==> src/rtl/buzz_pkg.sv <==
package buzz_pkg;

  typedef enum logic [1:0] {
    BZ_STEADY = 2'd0,
    BZ_SHOT   = 2'd1,
    BZ_BEAT   = 2'd2,
    BZ_GROUP  = 2'd3
  } bz_mode_e;

  localparam int SLOTS_PER_CYCLE = 20;
  localparam int GROUP_SLOTS     = 10;
  localparam int SHOT_SLOTS      = 2;
  localparam int MAX_MULT        = 96;

  // tone half-period multipliers, highest pitch first
  function automatic int half_mult(input logic [2:0] s);
    case (s)
      3'd0:    half_mult = 20;
      3'd1:    half_mult = 25;
      3'd2:    half_mult = 30;
      3'd3:    half_mult = 40;
      3'd4:    half_mult = 50;
      3'd5:    half_mult = 60;
      3'd6:    half_mult = 80;
      default: half_mult = 96;
    endcase
  endfunction

endpackage

==> src/rtl/buzz_timebase.sv <==
module buzz_timebase #(
  parameter int GATE_TICK = 6250000
) (
  input  logic       clk,
  input  logic       rst_n,
  output logic [4:0] slot_o
);
  import buzz_pkg::*;

  localparam int TW = (GATE_TICK > 1) ? $clog2(GATE_TICK) : 1;
  localparam logic [TW-1:0] TICK_LAST = TW'(GATE_TICK - 1);
  localparam logic [4:0]    SLOT_LAST = 5'(SLOTS_PER_CYCLE - 1);

  logic [TW-1:0] tick_cnt;
  logic          tick_wrap;

  assign tick_wrap = (tick_cnt == TICK_LAST);

  always_ff @(posedge clk) begin
    if (!rst_n) begin
      tick_cnt <= '0;
      slot_o   <= '0;
    end else if (tick_wrap) begin
      tick_cnt <= '0;
      slot_o   <= (slot_o == SLOT_LAST) ? 5'd0 : slot_o + 5'd1;
    end else begin
      tick_cnt <= tick_cnt + TW'(1);
    end
  end

  AST_SLOT_RANGE: assert property (@(posedge clk) disable iff (!rst_n)
    slot_o <= SLOT_LAST);
  AST_SLOT_STEADY: assert property (@(posedge clk) disable iff (!rst_n)
    !tick_wrap |=> $stable(slot_o));

endmodule

==> src/rtl/buzz_gate.sv <==
module buzz_gate #(
  parameter int GATE_TICK = 6250000
) (
  input  logic               clk,
  input  logic               rst_n,
  input  logic               en,
  input  logic               fire,
  input  buzz_pkg::bz_mode_e mode,
  input  logic [4:0]         slot,
  output logic               gate_o
);
  import buzz_pkg::*;

  localparam int SHOT_LEN = SHOT_SLOTS * GATE_TICK;
  localparam int SW = $clog2(SHOT_LEN + 1);
  localparam logic [SW-1:0] SHOT_LOAD = SW'(SHOT_LEN - 1);
  localparam logic [4:0]    GROUP_END = 5'(GROUP_SLOTS);

  logic [SW-1:0] shot_cnt;
  logic          busy;

  always_ff @(posedge clk) begin
    if (!rst_n) begin
      shot_cnt <= '0;
      busy     <= 1'b0;
    end else if (!en) begin
      shot_cnt <= '0;
      busy     <= 1'b0;
    end else if (fire) begin
      shot_cnt <= SHOT_LOAD;
      busy     <= 1'b1;
    end else if (busy) begin
      if (shot_cnt == '0) busy <= 1'b0;
      else                shot_cnt <= shot_cnt - SW'(1);
    end
  end

  always_comb begin
    case (mode)
      BZ_STEADY: gate_o = 1'b1;
      BZ_SHOT:   gate_o = busy;
      BZ_BEAT:   gate_o = ~slot[0];
      default:   gate_o = ~slot[0] && (slot < GROUP_END);
    endcase
  end

  AST_FIRE_ARMS: assert property (@(posedge clk) disable iff (!rst_n)
    (en && fire) |=> busy);
  AST_SHOT_ENDS: assert property (@(posedge clk) disable iff (!rst_n)
    (en && !fire && busy && shot_cnt == '0) |=> !busy);
  AST_IDLE_NO_ARM: assert property (@(posedge clk) disable iff (!rst_n)
    !en |=> !busy);

endmodule

==> src/rtl/buzz_tone.sv <==
module buzz_tone #(
  parameter int TONE_UNIT = 1042
) (
  input  logic       clk,
  input  logic       rst_n,
  input  logic [2:0] sel_i,
  output logic       bound_o,
  output logic       phase_o
);
  import buzz_pkg::*;

  localparam int MAXH = TONE_UNIT * MAX_MULT;
  localparam int CW   = $clog2(MAXH + 1);

  logic [CW-1:0] cnt;
  logic [2:0]    act_sel;

  function automatic logic [CW-1:0] reload(input logic [2:0] s);
    reload = CW'(TONE_UNIT * half_mult(s) - 1);
  endfunction

  assign bound_o = (cnt == '0);

  always_ff @(posedge clk) begin
    if (!rst_n) begin
      cnt     <= '0;
      act_sel <= '0;
      phase_o <= 1'b0;
    end else if (bound_o) begin
      cnt     <= reload(sel_i);
      act_sel <= sel_i;
      phase_o <= ~phase_o;
    end else begin
      cnt     <= cnt - CW'(1);
    end
  end

  AST_CNT_RANGE: assert property (@(posedge clk) disable iff (!rst_n)
    cnt <= reload(act_sel));
  AST_PHASE_HOLD: assert property (@(posedge clk) disable iff (!rst_n)
    !bound_o |=> $stable(phase_o));

endmodule

==> src/rtl/buzz_gen.sv <==
module buzz_gen #(
  parameter int TONE_UNIT = 1042,
  parameter int GATE_TICK = 6250000
) (
  input  logic       clk,
  input  logic       rst_n,
  input  logic       en,
  input  logic       fire,
  input  logic [1:0] mode,
  input  logic [2:0] sel,
  output logic       buzz_o
);
  import buzz_pkg::*;

  logic [4:0] slot;
  logic       gate;
  logic       bound;
  logic       phase;
  bz_mode_e   mode_e;

  assign mode_e = bz_mode_e'(mode);

  buzz_timebase #(.GATE_TICK(GATE_TICK)) u_tb (
    .clk(clk), .rst_n(rst_n), .slot_o(slot)
  );

  buzz_gate #(.GATE_TICK(GATE_TICK)) u_gate (
    .clk(clk), .rst_n(rst_n), .en(en), .fire(fire),
    .mode(mode_e), .slot(slot), .gate_o(gate)
  );

  buzz_tone #(.TONE_UNIT(TONE_UNIT)) u_tone (
    .clk(clk), .rst_n(rst_n), .sel_i(sel),
    .bound_o(bound), .phase_o(phase)
  );

  // output moves only at half-period ends, or drops at once on disable
  always_ff @(posedge clk) begin
    if (!rst_n)     buzz_o <= 1'b0;
    else if (!en)   buzz_o <= 1'b0;
    else if (bound) buzz_o <= gate & ~phase;
  end

  AST_DIS_LOW: assert property (@(posedge clk) disable iff (!rst_n)
    !en |=> !buzz_o);
  AST_EDGE_AT_BOUND: assert property (@(posedge clk) disable iff (!rst_n)
    (en && !bound) |=> $stable(buzz_o));
  AST_HIGH_IN_PHASE: assert property (@(posedge clk) disable iff (!rst_n)
    buzz_o |-> phase);

endmodule

==> config.mk <==
export PLATFORM = sky130hd
export DESIGN_NAME = buzz_gen
export DESIGN_NICKNAME = d
export VERILOG_FILES = /design/src/rtl/buzz_pkg.sv /design/src/rtl/buzz_timebase.sv /design/src/rtl/buzz_gate.sv /design/src/rtl/buzz_tone.sv /design/src/rtl/buzz_gen.sv
export SDC_FILE = /design/constraint.sdc
export NUM_CORES = 1
export LEC_CHECK = 0
export ABC_AREA = 1
export CAP_MARGIN = 25
export CORE_ASPECT_RATIO = 0.9
export CORE_MARGIN = 1
export CORE_UTILIZATION = 30
export CTS_BUF_LIST = sky130_fd_sc_hd__clkbuf_16
export CTS_CLUSTER_DIAMETER = 60
export DETAILED_ROUTE_END_ITERATION = 10
export DONT_BUFFER_PORTS = 1
export HOLD_SLACK_MARGIN = 0.08
export PLACE_DENSITY = 0.46
export SLEW_MARGIN = 20
export SYNTH_ARGS = -nofsm -noshare
export SYNTH_HDL_FRONTEND = slang
export SYNTH_HIERARCHICAL = 1
export SYNTH_SLANG_ARGS = --single-unit
==> constraint.sdc <==
create_clock -name clk -period 2.6 [get_ports clk]
set_clock_uncertainty 0.05 [all_clocks]
set_input_delay 0.13 -clock clk [delete_from_list [all_inputs] [get_ports clk]]
set_output_delay 0.13 -clock clk [all_outputs]
set_load 0.1 [all_outputs]
==> reports/metrics.csv <==
metric;value;unit
fraction of registers with async set or reset after synthesis;0;
number of standard cells in the final layout excluding fillers;967;
CP cell instances;inv_1, ha_2, nand3_2, nor2_2, nand3_1, nor3_2, nand3_1, nor3_1, inv_1, a21oi_1, nor2_1, dlygate4sd3_1;
cell internal pwr;2.57;mW
number of gates on the worst path with buffers counted;12;
Routed WL;11.6;mm
status;completed;
total number of clock tree sinks;72;
Clock transition at path regs;0.06;ns
Tcrit/Tclk final;0.916;
synth top area cells;sky130_fd_sc_hd__dfxtp_1, sky130_fd_sc_hd__nand2_1, sky130_fd_sc_hd__nor2_1;
number of synthesized register bits;72;
slowest stage cell on the critical path;sky130_fd_sc_hd__dlygate4sd3_1;
post-synth net total;776;
terminus of the critical flop-to-flop path;buzz_o;
Setup Crit Path Kind;reg2reg;
first-pass GRT wire length;20.0;mm
register-to-register path setup slack;0.22;ns
Sequential cell area;1440;um^2
fraction of power consumed by combinational cells;0.328;
beginning of the critical path;u_tone/cnt[0];
count of buffers inserted at the top-level ports;0;
Net Sw Frac;0.366;
routed via count divided by cell count;4.64;
FMAX;420;MHz
relative slew slack;0.649;
actual slew at the worst max-slew pin;0.524;ns
top-level port count;10;
fill cell count;1668;
critical path launch point type;register;
GRT Overall Usage;0.154;
Multi-input gate area;2840;um^2
# DRC;0;
Final Hold Viols;0;
Post-Place Setup Slack;0.282;ns
Maximum Capacitance Violations;0;
critical-path maximum fanout;5;
vias in the first global route;4244;
Starting Density;0.308;
power density over cell area;753;nW/um^2
proportion of synthesized chip area in sequential cells;0.303;
post-synthesis instance total;749;
global-route congestion overflow total;0;
Final Power;4.05;mW
cells on worst reg2reg path;12;
number of cell rows;43;
clk_lat worst skew;0.34;ns
WL per Instance;12.0;um
die boundary height;121;um
fraction of power consumed by the clock network;0.334;
instance count after placement with tap cells included;943;
synthesized cell area;4750;um^2
warning count from the yosys run;6;
DRC marker count from the first detailed-route iteration;250;
share of cells above drive strength 1;0.0954;
crit path time final;2.38;ns
net count reported at finish;787;
full die area;16400;um^2
final setup violation count;0;
placed wire-length estimate after detailed placement;8.52;mm
Die X-Extent;135;um
last element of the critical path;buzz_o;
EDFF count, synth;0;
Post-Syn Area per Cell;6.35;um^2
type of the worst min-delay path;in2reg;
cts bufs inserted;9;
net switching power of the design;1.48;mW
area of the core;15400;um^2
post-synthesis to final-layout area growth;13.1;%
largest net degree at the start of global routing;23;
cell family contributing the most delay on the critical path;simple AND/OR/NAND/NOR gates;
combined buffer and inverter count along the critical path;3;
CTS Root Buffer Type;sky130_fd_sc_hd__clkbuf_16;
number of detailed-routing iterations run before antenna repair;4;
clock tree from TritonCTS;built;
WP data required;2.78;ns
sequential share of power;0.339;
final antenna diode count;0;
largest incremental delay on the critical path;0.54;ns
final weighted congestion of routability-driven global placement;0.866;
area fraction of the dominant cell type after synthesis;0.303;
Worst Setup Slack, final;0.219;ns
H-tree depth;3;
peak ir drop on the vdd network;0.479;mV
number of slew-limit violations in the final report;0;
residual antenna-violating net count after detailed routing;0;
library cell occupying the most area in the post-synthesis netlist;sky130_fd_sc_hd__dfxtp_1;
Unique masters post-synth;39;
initial antenna violation count;0;
static leakage;2.41;nW
CTS max path bufs;2;
startpoint of the worst-slack reg-to-reg timing path;u_tone/cnt[0];
critical path capture point type;register;
prevailing post-synth register cell;sky130_fd_sc_hd__dfxtp_1;
Worst Path Arrival;2.56;ns
via count;4488;
total negative setup slack;0;ns
-- cells by family after synthesis --
group	share of synthesized area
AOI/OAI and AO/OA	0.0721
xor gates and xnor gates	0.0571
adders and majority gates	0.0490
buffers and inverters	0.104
and+or+nand+nor	0.414
DFF	0.303
-- sequential cells by signal, indices dropped and copies added (netlist names) --
signal,cells
u_gate/shot_cnt,24
u_tone/phase_o,1
u_tb/tick_cnt,23
u_tone/cnt,17
u_gate/busy,1
buzz_o,1
u_tb/slot_o,5
-- cell usage after synthesis (3+ instances only) --
cell                       count
sky130_fd_sc_hd__a31oi_1       3
sky130_fd_sc_hd__nor2_1      125
sky130_fd_sc_hd__xor2_1       18
sky130_fd_sc_hd__a21oi_1      39
sky130_fd_sc_hd__nand4_1      17
sky130_fd_sc_hd__nand3_1      58
sky130_fd_sc_hd__inv_2         3
sky130_fd_sc_hd__nand2_1     187
sky130_fd_sc_hd__clkbuf_1      4
sky130_fd_sc_hd__inv_1       104
sky130_fd_sc_hd__xnor2_1      13
sky130_fd_sc_hd__ha_1         17
sky130_fd_sc_hd__o21ai_1       3
sky130_fd_sc_hd__nand2_2      10
sky130_fd_sc_hd__nor3_1        8
sky130_fd_sc_hd__nor2_4        6
sky130_fd_sc_hd__or2_2         3
sky130_fd_sc_hd__dfxtp_1      72
sky130_fd_sc_hd__nor2_2       16
sky130_fd_sc_hd__buf_6         4
sky130_fd_sc_hd__nand3b_1      4
sky130_fd_sc_hd__o21ai_0      15
-- area by class of cell --
class,count,area share
multi-input combinational,556,0.528
sequential,72,0.268
inverter,109,0.0766
tap,202,0.0470
clock buffer,9,0.0419
timing repair buffer,12,0.0209
clock inverter,7,0.0175
-- timing repair --
item                                    in CTS  in global routing
buffers inserted                             0                  1
hold endpoints to repair                    26                  0
hold buffers                                 7                  0
gates resized for setup                      0                  9
endpoints found under the setup margin       0                  7
-- power by group through the flow --
stage | logic, mW | clock network [mW] | registers [mW]
4_1_cts | 1.32 | 1.40 | 1.37
2_1_floorplan | 1.06 | 0 | 1.37
6_report | 1.33 | 1.35 | 1.37
5_1_grt | 1.51 | 1.45 | 1.39
3_5_place_dp | 1.29 | 0 | 1.39
3_3_place_gp | 1.29 | 0 | 1.39
-- worst min-delay path by stage --
| stage | to | from | slack [ns] | cells past startpoint |
|---|---|---|---|---|
| 2_1_floorplan | u_tb/slot_o[1] | rst_n | 0.20 | 2 |
| 3_3_place_gp | u_tone/phase_o | rst_n | 0.21 | 2 |
| 3_5_place_dp | u_tone/phase_o | rst_n | 0.21 | 2 |
| 4_1_cts | u_tone/cnt[8] | sel[1] | 0.09 | 3 |
| 5_1_grt | u_tone/cnt[2] | sel[0] | 0.08 | 4 |
| 6_report | u_tone/cnt[2] | sel[0] | 0.08 | 4 |
-- worst reg2reg max path: stages (launching register included) --
cell,delay [ns]
sky130_fd_sc_hd__dfxtp_1,0.31
sky130_fd_sc_hd__inv_1,0.09
sky130_fd_sc_hd__ha_2,0.23
sky130_fd_sc_hd__nand3_2,0.15
sky130_fd_sc_hd__nor2_2,0.14
sky130_fd_sc_hd__nand3_1,0.14
sky130_fd_sc_hd__nor3_2,0.14
sky130_fd_sc_hd__nand3_1,0.09
sky130_fd_sc_hd__nor3_1,0.13
sky130_fd_sc_hd__inv_1,0.10
sky130_fd_sc_hd__a21oi_1,0.12
sky130_fd_sc_hd__nor2_1,0.05
sky130_fd_sc_hd__dlygate4sd3_1,0.54
-- layer usage --
metal	GRT usage	share of wire	up-vias
li1	-	-	2374
met1	0.207	0.52	2044
met2	0.245	0.44	62
met3	0.0397	0.033	8
met4	0.0393	0.0095	0
met5	0	0	-
-- stage by stage --
stage	hold WS, ns	cell area [um^2]	util
after floorplan	0.200	4750	-
after global placement	0.206	4950	0.321
after detailed placement	0.211	4950	0.321
after CTS	0.0940	5340	0.346
after global routing	0.0828	5380	0.348
final	0.0800	5380	0.348
-- placed cells by master, fill, tap and decap left out, types with 2 or more instances in the layout --
cell,n
sky130_fd_sc_hd__xor2_1,18
sky130_fd_sc_hd__nand4_1,17
sky130_fd_sc_hd__ha_1,16
sky130_fd_sc_hd__clkbuf_16,9
sky130_fd_sc_hd__dlygate4sd3_1,5
sky130_fd_sc_hd__nor3_1,6
sky130_fd_sc_hd__dfxtp_1,72
sky130_fd_sc_hd__and2_1,2
sky130_fd_sc_hd__inv_1,103
sky130_fd_sc_hd__buf_4,5
sky130_fd_sc_hd__o21ai_0,15
sky130_fd_sc_hd__a21oi_1,39
sky130_fd_sc_hd__nand3_1,58
sky130_fd_sc_hd__nor2_1,124
sky130_fd_sc_hd__clkinv_1,2
sky130_fd_sc_hd__nand2_2,11
sky130_fd_sc_hd__nor2_4,6
sky130_fd_sc_hd__nand3b_1,4
sky130_fd_sc_hd__a31oi_1,3
sky130_fd_sc_hd__nor2_2,17
sky130_fd_sc_hd__inv_6,2
sky130_fd_sc_hd__or2_2,3
sky130_fd_sc_hd__xnor2_1,13
sky130_fd_sc_hd__inv_2,4
sky130_fd_sc_hd__nand2_1,186
sky130_fd_sc_hd__bufinv_16,2
sky130_fd_sc_hd__nor3_2,2
sky130_fd_sc_hd__o21ai_1,3
sky130_fd_sc_hd__dlymetal6s4s_1,2
Note: power is estimated with default switching activity, not from simulation.
